$ cat config.mk
export PLATFORM = sky130hd
export DESIGN_NAME = alu16_core
export DESIGN_NICKNAME = d
export VERILOG_FILES = /design/src/rtl/alu16_pkg.sv /design/src/rtl/alu16_ctrl.sv /design/src/rtl/alu16_dpath.sv /design/src/rtl/alu16_core.sv
export SDC_FILE = /design/constraint.sdc
export NUM_CORES = 2
export LEC_CHECK = 0
export ABC_AREA = 1
export BUFFER_PORTS_ARGS = -buffer_cell sky130_fd_sc_hd__buf_2
export CORE_UTILIZATION = 70
export CTS_CLUSTER_DIAMETER = 30
export DETAILED_ROUTE_END_ITERATION = 10
export PLACE_DENSITY = 0.94
export REMOVE_ABC_BUFFERS = 1
export SLEW_MARGIN = 20
export SYNTH_ARGS = -nofsm -noshare
export SYNTH_HDL_FRONTEND = slang
export SYNTH_HIERARCHICAL = 1
export SYNTH_SLANG_ARGS = --single-unit
$ cat constraint.sdc
create_clock -name clk -period 17.1 [get_ports clk]
set_input_delay 0.855 -clock clk [delete_from_list [all_inputs] [get_ports clk]]
set_output_delay 0.855 -clock clk [all_outputs]
set_load 0.005 [all_outputs]
$ cat src/rtl/alu16_pkg.sv
package alu16_pkg;

  localparam int unsigned DataW  = 32;
  localparam int unsigned OpW    = 4;
  localparam int unsigned AmtW   = 8;
  localparam int unsigned FlagW  = 4;
  localparam int unsigned RotW   = $clog2(DataW);

  localparam int unsigned FlagN = 3;
  localparam int unsigned FlagZ = 2;
  localparam int unsigned FlagC = 1;
  localparam int unsigned FlagV = 0;

  typedef enum logic [3:0] {
    FN_AND, FN_XOR, FN_OR, FN_BIC, FN_MVN,
    FN_LSL, FN_LSR, FN_ASR, FN_ROR,
    FN_ADD, FN_MUL
  } fnSel_e;

  typedef enum logic [1:0] {
    CIN_ZERO, CIN_ONE, CIN_FLAG
  } cinSel_e;

  typedef struct packed {
    fnSel_e  fn;
    logic    zeroA;
    logic    invB;
    cinSel_e cin;
    logic    wrDest;
  } aluCtrl_t;

endpackage

$ cat src/rtl/alu16_ctrl.sv
module alu16_ctrl
  import alu16_pkg::*;
(
  input  logic [OpW-1:0] opCode,
  output aluCtrl_t       ctrl
);

  always_comb begin
    ctrl.fn     = FN_AND;
    ctrl.zeroA  = 1'b0;
    ctrl.invB   = 1'b0;
    ctrl.cin    = CIN_ZERO;
    ctrl.wrDest = 1'b1;
    unique case (opCode)
      4'd0:  ctrl.fn = FN_AND;
      4'd1:  ctrl.fn = FN_XOR;
      4'd2:  ctrl.fn = FN_LSL;
      4'd3:  ctrl.fn = FN_LSR;
      4'd4:  ctrl.fn = FN_ASR;
      4'd5: begin
        ctrl.fn  = FN_ADD;
        ctrl.cin = CIN_FLAG;
      end
      4'd6: begin
        ctrl.fn   = FN_ADD;
        ctrl.invB = 1'b1;
        ctrl.cin  = CIN_FLAG;
      end
      4'd7:  ctrl.fn = FN_ROR;
      4'd8: begin
        ctrl.fn     = FN_AND;
        ctrl.wrDest = 1'b0;
      end
      4'd9: begin
        ctrl.fn    = FN_ADD;
        ctrl.zeroA = 1'b1;
        ctrl.invB  = 1'b1;
        ctrl.cin   = CIN_ONE;
      end
      4'd10: begin
        ctrl.fn     = FN_ADD;
        ctrl.invB   = 1'b1;
        ctrl.cin    = CIN_ONE;
        ctrl.wrDest = 1'b0;
      end
      4'd11: begin
        ctrl.fn     = FN_ADD;
        ctrl.cin    = CIN_ZERO;
        ctrl.wrDest = 1'b0;
      end
      4'd12: ctrl.fn = FN_OR;
      4'd13: ctrl.fn = FN_MUL;
      4'd14: ctrl.fn = FN_BIC;
      4'd15: ctrl.fn = FN_MVN;
      default: ctrl.fn = FN_AND;
    endcase
  end

endmodule

$ cat src/rtl/alu16_dpath.sv
module alu16_dpath
  import alu16_pkg::*;
(
  input  logic               clk,
  input  logic               rstN,
  input  logic               inValid,
  input  aluCtrl_t           ctrl,
  input  logic [DataW-1:0]   dstVal,
  input  logic [DataW-1:0]   srcVal,
  input  logic [FlagW-1:0]   flagsIn,
  output logic               outValid,
  output logic [DataW-1:0]   result,
  output logic               destWe,
  output logic [FlagW-1:0]   flagsOut
);

  localparam int unsigned ExtW = DataW + 1;

  logic [DataW-1:0] opA, opB;
  logic             cinBit;
  logic [ExtW-1:0]  sumExt;
  logic [AmtW-1:0]  shAmt;
  logic [RotW-1:0]  rotAmt;
  logic [ExtW-1:0]  lslExt, lsrExt;
  logic signed [ExtW-1:0] asrExt;
  logic [2*DataW-1:0] rorExt;
  logic [DataW-1:0] prodLo;

  logic [DataW-1:0] nextRes;
  logic             nextC, nextV;
  logic             shZero;

  // adder operand shaping
  assign opA = ctrl.zeroA ? '0 : dstVal;
  assign opB = ctrl.invB ? ~srcVal : srcVal;

  always_comb begin
    unique case (ctrl.cin)
      CIN_ONE:  cinBit = 1'b1;
      CIN_FLAG: cinBit = flagsIn[FlagC];
      default:  cinBit = 1'b0;
    endcase
  end

  assign sumExt = {1'b0, opA} + {1'b0, opB} + {{DataW{1'b0}}, cinBit};

  // shifters: one guard bit catches the last bit moved out
  assign shAmt  = srcVal[AmtW-1:0];
  assign rotAmt = srcVal[RotW-1:0];
  assign shZero = (shAmt == '0);
  assign lslExt = {1'b0, dstVal} << shAmt;
  assign lsrExt = {dstVal, 1'b0} >> shAmt;
  assign asrExt = $signed({dstVal, 1'b0}) >>> shAmt;
  assign rorExt = {dstVal, dstVal} >> rotAmt;

  assign prodLo = dstVal * srcVal;

  always_comb begin
    nextRes = dstVal;
    nextC   = flagsIn[FlagC];
    nextV   = flagsIn[FlagV];
    unique case (ctrl.fn)
      FN_AND: nextRes = dstVal & srcVal;
      FN_XOR: nextRes = dstVal ^ srcVal;
      FN_OR:  nextRes = dstVal | srcVal;
      FN_BIC: nextRes = dstVal & ~srcVal;
      FN_MVN: nextRes = ~srcVal;
      FN_LSL: if (!shZero) begin
        nextRes = lslExt[DataW-1:0];
        nextC   = lslExt[DataW];
      end
      FN_LSR: if (!shZero) begin
        nextRes = lsrExt[DataW:1];
        nextC   = lsrExt[0];
      end
      FN_ASR: if (!shZero) begin
        nextRes = asrExt[DataW:1];
        nextC   = asrExt[0];
      end
      FN_ROR: if (!shZero) begin
        nextRes = rorExt[DataW-1:0];
        nextC   = rorExt[DataW-1];
      end
      FN_ADD: begin
        nextRes = sumExt[DataW-1:0];
        nextC   = sumExt[DataW];
        nextV   = (opA[DataW-1] == opB[DataW-1]) &&
                  (sumExt[DataW-1] != opA[DataW-1]);
      end
      FN_MUL: nextRes = prodLo;
      default: nextRes = dstVal;
    endcase
  end

  // registered result stage
  always_ff @(posedge clk) begin
    if (!rstN) begin
      outValid <= 1'b0;
      result   <= '0;
      destWe   <= 1'b0;
      flagsOut <= '0;
    end else begin
      outValid <= inValid;
      if (inValid) begin
        result          <= nextRes;
        destWe          <= ctrl.wrDest;
        flagsOut[FlagN] <= nextRes[DataW-1];
        flagsOut[FlagZ] <= (nextRes == '0);
        flagsOut[FlagC] <= nextC;
        flagsOut[FlagV] <= nextV;
      end
    end
  end

endmodule

$ cat src/rtl/alu16_core.sv
module alu16_core
  import alu16_pkg::*;
(
  input  logic             clk,
  input  logic             rstN,
  input  logic             inValid,
  input  logic [3:0]       opCode,
  input  logic [31:0]      dstVal,
  input  logic [31:0]      srcVal,
  input  logic [3:0]       flagsIn,
  output logic             outValid,
  output logic [31:0]      result,
  output logic             destWe,
  output logic [3:0]       flagsOut
);

  aluCtrl_t ctrl;

  alu16_ctrl ctrl_i (
    .opCode (opCode),
    .ctrl   (ctrl)
  );

  alu16_dpath dpath_i (
    .clk      (clk),
    .rstN     (rstN),
    .inValid  (inValid),
    .ctrl     (ctrl),
    .dstVal   (dstVal),
    .srcVal   (srcVal),
    .flagsIn  (flagsIn),
    .outValid (outValid),
    .result   (result),
    .destWe   (destWe),
    .flagsOut (flagsOut)
  );

endmodule

# Word level (Yosys, flattened, before mapping)
# Index checks and enable logic that the tools add are counted.
# word_totals
register_bits	38
inputBits	75
out_inout_bits	38
wordCells	75
# op_classes
n_addsub	2
n_mul	1
n_eq_ne	29
shifts	4
muxes	19
bitwise	5
n_reduce_logical	11
# op_table
cell	n
one-hot mux 32 bit (11 select lines)	1
two-way mux 32 bit	6
AND 32 bit	2
>> shifter 64 x 5 -> 32 bit	1
equality test 4 bit (second input constant)	11
one-hot mux 4 bit (11 select lines)	1
adder 32 x 32 -> 33 bit	1
adder 33 x 1 -> 33 bit	1
left shift 32 x 8 -> 33 bit	1
>> shifter 33 x 8 -> 33 bit	1
>>> shifter 33 x 8 -> 33 bit	1
equality test 4 x 3 -> 1 bit (second input constant)	8
logical NOT 32 bit	1
multiplier 32 x 32 -> 32 bit	1
inverter 32 bit	1
OR 32 bit	1
bitwise XOR 32 bit	1
equality test 4 x 2 -> 1 bit (second input constant)	4
equality test 4 x 1 -> 1 bit (second input constant)	2
logical NOT 4 bit	2
logical NOT 8 bit	1
two-way mux 1 bit	8
OR reduction 2 bit	3
OR reduction 3 bit	2
other kinds (9)	9

# Longest topological paths before layout
# depth
word_depth	9
depth_mapped	42
depth_no_buf	38

# Modules after synthesis
# The synthesis kept the hierarchy.
# by_module_without_submodules
module	instances	cells_each	area_each_um2	seq_area_each_um2
alu16_dpath	1	4922	30092.6	740.7
alu16_ctrl	1	38	162.7	0.0

# Least setup slack after synthesis
# No wires, ideal clock.
# synth_path
path_type	input to register
startpoint	input srcVal[4]
endpoint	register dpath_i.flagsOut[2]
setup_ns	0.070
arrival_time_ns	8.189
t_required_ns	17.030
slack_ns	8.841
stages	38
n_path_buf	5
cell_sequence	buf_2 > buf_1 > clkbuf_1 > clkbuf_1 > buf_1 > nand2_1 > inv_1 > fa_1 > inv_1 > fa_1 > fa_1 > fa_1 > inv_1 > fa_1 > inv_1 > fa_1 > inv_1 > fa_1 > (+2 left out) > a21oi_1 > nand3_1 > inv_1 > nand2_1 > nand2_1 > nand2_1 > or2_2 > nand3_1 > nand2_1 > nor2_1 > nand2_1 > nor3_2 > nand2_1 > nor2_1 > nand2_1 > nor2_1 > nand3_1 > a21oi_1
# synth_between
elab_chain_cells	6
word_cells_on_any_way	20
classes_between	add/sub: 2; mul: 1; shift: 4; mux: 6; bitwise: 5; reduce/logical: 2
# synth_lines
item	line_no	text
start: declaration	alu16_core.sv:9	input logic [31:0] srcVal,
inverter 32 bit	alu16_dpath.sv:35, alu16_dpath.sv:66, alu16_dpath.sv:67	
two-way mux 32 bit	alu16_dpath.sv:35	assign opB = ctrl.invB ? ~srcVal : srcVal;
adder 32 x 32 -> 33 bit	alu16_dpath.sv:45	assign sumExt = {1'b0, opA} + {1'b0, opB} + {{DataW{1'b0}}, cinBit};
adder 33 x 1 -> 33 bit	alu16_dpath.sv:45	
one-hot mux 32 bit (11 select lines) *	alu16_dpath.sv:62	unique case (ctrl.fn)
logical NOT 32 bit *	alu16_dpath.sv:108	flagsOut[FlagZ] <= (nextRes == '0);
end signal: indexed assignment	alu16_dpath.sv:108	
end signal: indexed assignment	alu16_dpath.sv:109	flagsOut[FlagC] <= nextC;
end signal: indexed assignment	alu16_dpath.sv:110	flagsOut[FlagV] <= nextV;
end: declaration	alu16_dpath.sv:14	output logic [FlagW-1:0] flagsOut
# Mark *: on every way between the ends. The rest lies on a longest branch, timed or not.
# A chain may end at the register's enable or synchronous reset.

# Final worst setup path
# layout_path
startpoint	input srcVal[2]
endpoint	register dpath_i.flagsOut[2]
# The elaborated chain is that of the path after synthesis.

==> run_results.csv <==
group,metric,value,unit
floorplan,die_area,0.0441,mm²
critical_path,cp_slowest_cell,"buf_4",
routing,via_count,34279,
global_route,grt_pass1_vias,33686,
floorplan,start_util,71.5,%
floorplan,fp.coreArea,0.0423,mm²
synthesis,synth_ff_type,"dfxtp_1",
cts,clock-sinks,37,
synthesis,syn_area,0.0303,mm²
floorplan,die_x,210,µm
synthesis,async_flop_share,0,%
floorplan,boundaryPins,113,
critical_path,r2r_slack,16.36,ns
status,status,"finished, violations left",
critical_path,slowest_delay,0.66,ns
critical_path,end_kind,"register",
routing,drc,1,
synthesis,ys_seq_elements,37,
synthesis,syn_inst,4960,
sta,finalCritPeriodShare,52.6,%
routing,drt_pre_antenna_iters,11,
sta,tightest_slew,1.15,ns
synthesis,avgSynthCellArea,6.10,µm²
sta,slew_headroom,23.0,%
synthesis,yosysUniqueCellTypes,61,
routing,wl_per_cell,22.7,µm
sta,period_needed,8.99,ns
routing,ant_nets,0,
cells_and_area,fin_nets,5528,
cts,h-tree-depth,2,
critical_path,path_class,"input pin to register",
global_route,grt_overflow,0,
sta,setup_tns,0,ns
cts,cts_buffers,5,
routing,viasPerCell,6.33,
global_route,grt_max_degree,83,
critical_path,path_max_fanout,66,
critical_path,crit_arrival,9.21,ns
synthesis,synth_most_common_cell,"nand2_1",
worst_hold_path,hold_depth,2,
sta,hold_ws,0.476,ns
worst_hold_path,hold_start,"dpath_i/flagsOut[2]",
critical_path,critical_path.startpoint_type,"input pin",
status,violations,"design-rule violations",
worst_hold_path,hold_path_end,"dpath_i/flagsOut[2]",
floorplan,die_h,210,µm
critical_path,required,17.32,ns
routing,drt_iter0_drc,5343,
synthesis,synth_area_leader_cell,"fa_1",
cells_and_area,fill_cells,3594,
cts,cts.clk_slew.worst_paths,0.06,ns
global_route,grt_usage,56.2,%
cells_and_area,drive_above_1_share,4.44,%
global_route,antenna_found_initial,4,
cts,cts_root_buf,"clkbuf_16",
critical_path,rr_worst_depth,2,
synthesis,synthTopCellsByCount,"nand2_1, inv_1, nand3_1",
synthesis,synthTopCellsByArea,"fa_1, nand2_1, inv_1",
critical_path,rr_startpoint,"dpath_i/result[31]",
cts,ctsHoldBuffers,0,
cts,clockBufferDepth,2,
worst_hold_path,hp-class,"register to register",
sta,hold_viol,0,
critical_path,crit_top_cell,"fa_1",
cts,insertion_delay,0.28,ns
synthesis,synth_edf_count,0,
cts,ctsResizeCount,0,
sta,worst_clock_skew,0,ns
synthesis,ys_warn_count,6,
sta,rsz0062_at_grt,"false",
placed_design,io_buffer_count,110,
placed_design,gp_congestion,1.17,
global_route,grt_pass1_wl,187000,µm
cts,post_cts_buffers,0,
floorplan,row_count,75,
synthesis,synth_top_area_share,27.1,%
synthesis,yosysSeqAreaShare,2.45,%
critical_path,worstReg2RegEnd,"dpath_i/result[31]",
sta,setup_viol,0,
cts,cts_tree,"built",
sta,drv_slew,0,
cells_and_area,syn_to_final_growth,1.52,%
job,drv_cap,0,
sta,clock.fmax,111,MHz
routing,finalWirelength,123000,µm
placed_design,place_hpwl,92500,µm
## layout by cell type, fill, tap and decap left out, types with 4 or more instances in the layout
| cell | netlist | layout |
|---|---|---|
| a211oi_1 | 13 | 13 |
| a21o_1 | 4 | 4 |
| a21oi_1 | 194 | 194 |
| a31oi_1 | 13 | 13 |
| and2_1 | 14 | 14 |
| buf_2 | 62 | 106 |
| buf_4 | 10 | 36 |
| clkbuf_16 | 0 | 5 |
| dfxtp_1 | 37 | 37 |
| fa_1 | 410 | 410 |
| ha_1 | 205 | 205 |
| inv_1 | 979 | 979 |
| inv_2 | 4 | 6 |
| nand2_1 | 1578 | 1578 |
| nand2_2 | 13 | 13 |
| nand2_4 | 4 | 4 |
| nand3_1 | 418 | 418 |
| nand3_2 | 5 | 5 |
| nand3b_1 | 12 | 12 |
| nand4_1 | 41 | 41 |
| nor2_1 | 281 | 279 |
| nor2_2 | 6 | 8 |
| nor3_1 | 28 | 28 |
| nor3_2 | 5 | 5 |
| o211ai_1 | 36 | 36 |
| o21a_1 | 10 | 10 |
| o21ai_0 | 188 | 188 |
| o21ai_1 | 25 | 25 |
| o21ai_2 | 4 | 4 |
| o21bai_1 | 13 | 13 |
| o22ai_1 | 13 | 13 |
| o32ai_1 | 10 | 10 |
| or2_2 | 14 | 14 |
| xnor2_1 | 13 | 13 |
| xor2_1 | 59 | 59 |
## worst max-delay path by stage
stage | startpoint | endpoint | slack [ns] | cells past startpoint
2_1_floorplan | dstVal[16] | dpath_i/flagsOut[2] | 10.06 | 33
3_3_place_gp | srcVal[3] | dpath_i/flagsOut[2] | 8.33 | 35
3_5_place_dp | srcVal[2] | dpath_i/flagsOut[2] | 8.14 | 35
4_1_cts | srcVal[2] | dpath_i/flagsOut[2] | 8.41 | 35
5_1_grt | srcVal[2] | dpath_i/flagsOut[2] | 7.85 | 35
6_report | srcVal[2] | dpath_i/flagsOut[2] | 8.11 | 35
## cell type report
class | instances | area [µm²] | area share [%]
clock inverter | 2 | 10.0 | 0.0326
tap | 577 | 722 | 2.35
clock buffer | 6 | 129 | 0.420
antenna | 2 | 5.00 | 0.0163
multi-input combinational | 3665 | 24600 | 80.1
timing repair buffer | 142 | 801 | 2.61
sequential | 37 | 741 | 2.41
inverter | 987 | 3710 | 12.1
## layer usage
layer  track usage [%]  vias to the layer above  share of wire [%]
met5                 0                        -                  0
met4              46.6                        0                 10
met3              22.8                      896                 18
met2              79.8                     2996                 40
met1              66.5                    15490                 32
li1                  -                    14897                  -
## critical path: cells and delay by family
kind                       cells  cell delay, ns
and+or+nand+nor               15            2.27
buffers and inverters          8            1.37
adders and majority gates      9            4.23
AOI/OAI and AO/OA              3            0.39
## kinds of logic (layout without fill, tap and decap cells)
family                     Yosys count  after routing  share of synthesized area, %
other                                0              2                             0
and+or+nand+nor                   2430           2430                          33.3
xor gates and xnor gates            72             72                          2.08
AOI/OAI and AO/OA                  548            548                          10.3
buffers and inverters             1258           1137                          16.3
adders and majority gates          615            615                          35.6
DFF                                 37             37                          2.45
## flip-flops by register name, summed over array words and instances, names as in the netlist
signal	flops
dpath_i/result	32
dpath_i/flagsOut	3
dpath_i/outValid	1
dpath_i/destWe	1
## per-stage QoR
step | utilization, % | cells | cell area (µm²) | worst slack, ns
floorplan | - | 4689 | 29000 | 10.06
global placement | 72.2 | 5408 | 30600 | 8.33
detailed placement | 72.2 | 5408 | 30600 | 8.14
CTS | 72.6 | 5416 | 30700 | 8.41
global route | 72.6 | 5416 | 30700 | 7.85
finish | 72.6 | 5418 | 30700 | 8.11
Power is not shown: default switching activity piles up to over one toggle a cycle in this logic, so the estimate is an artifact.
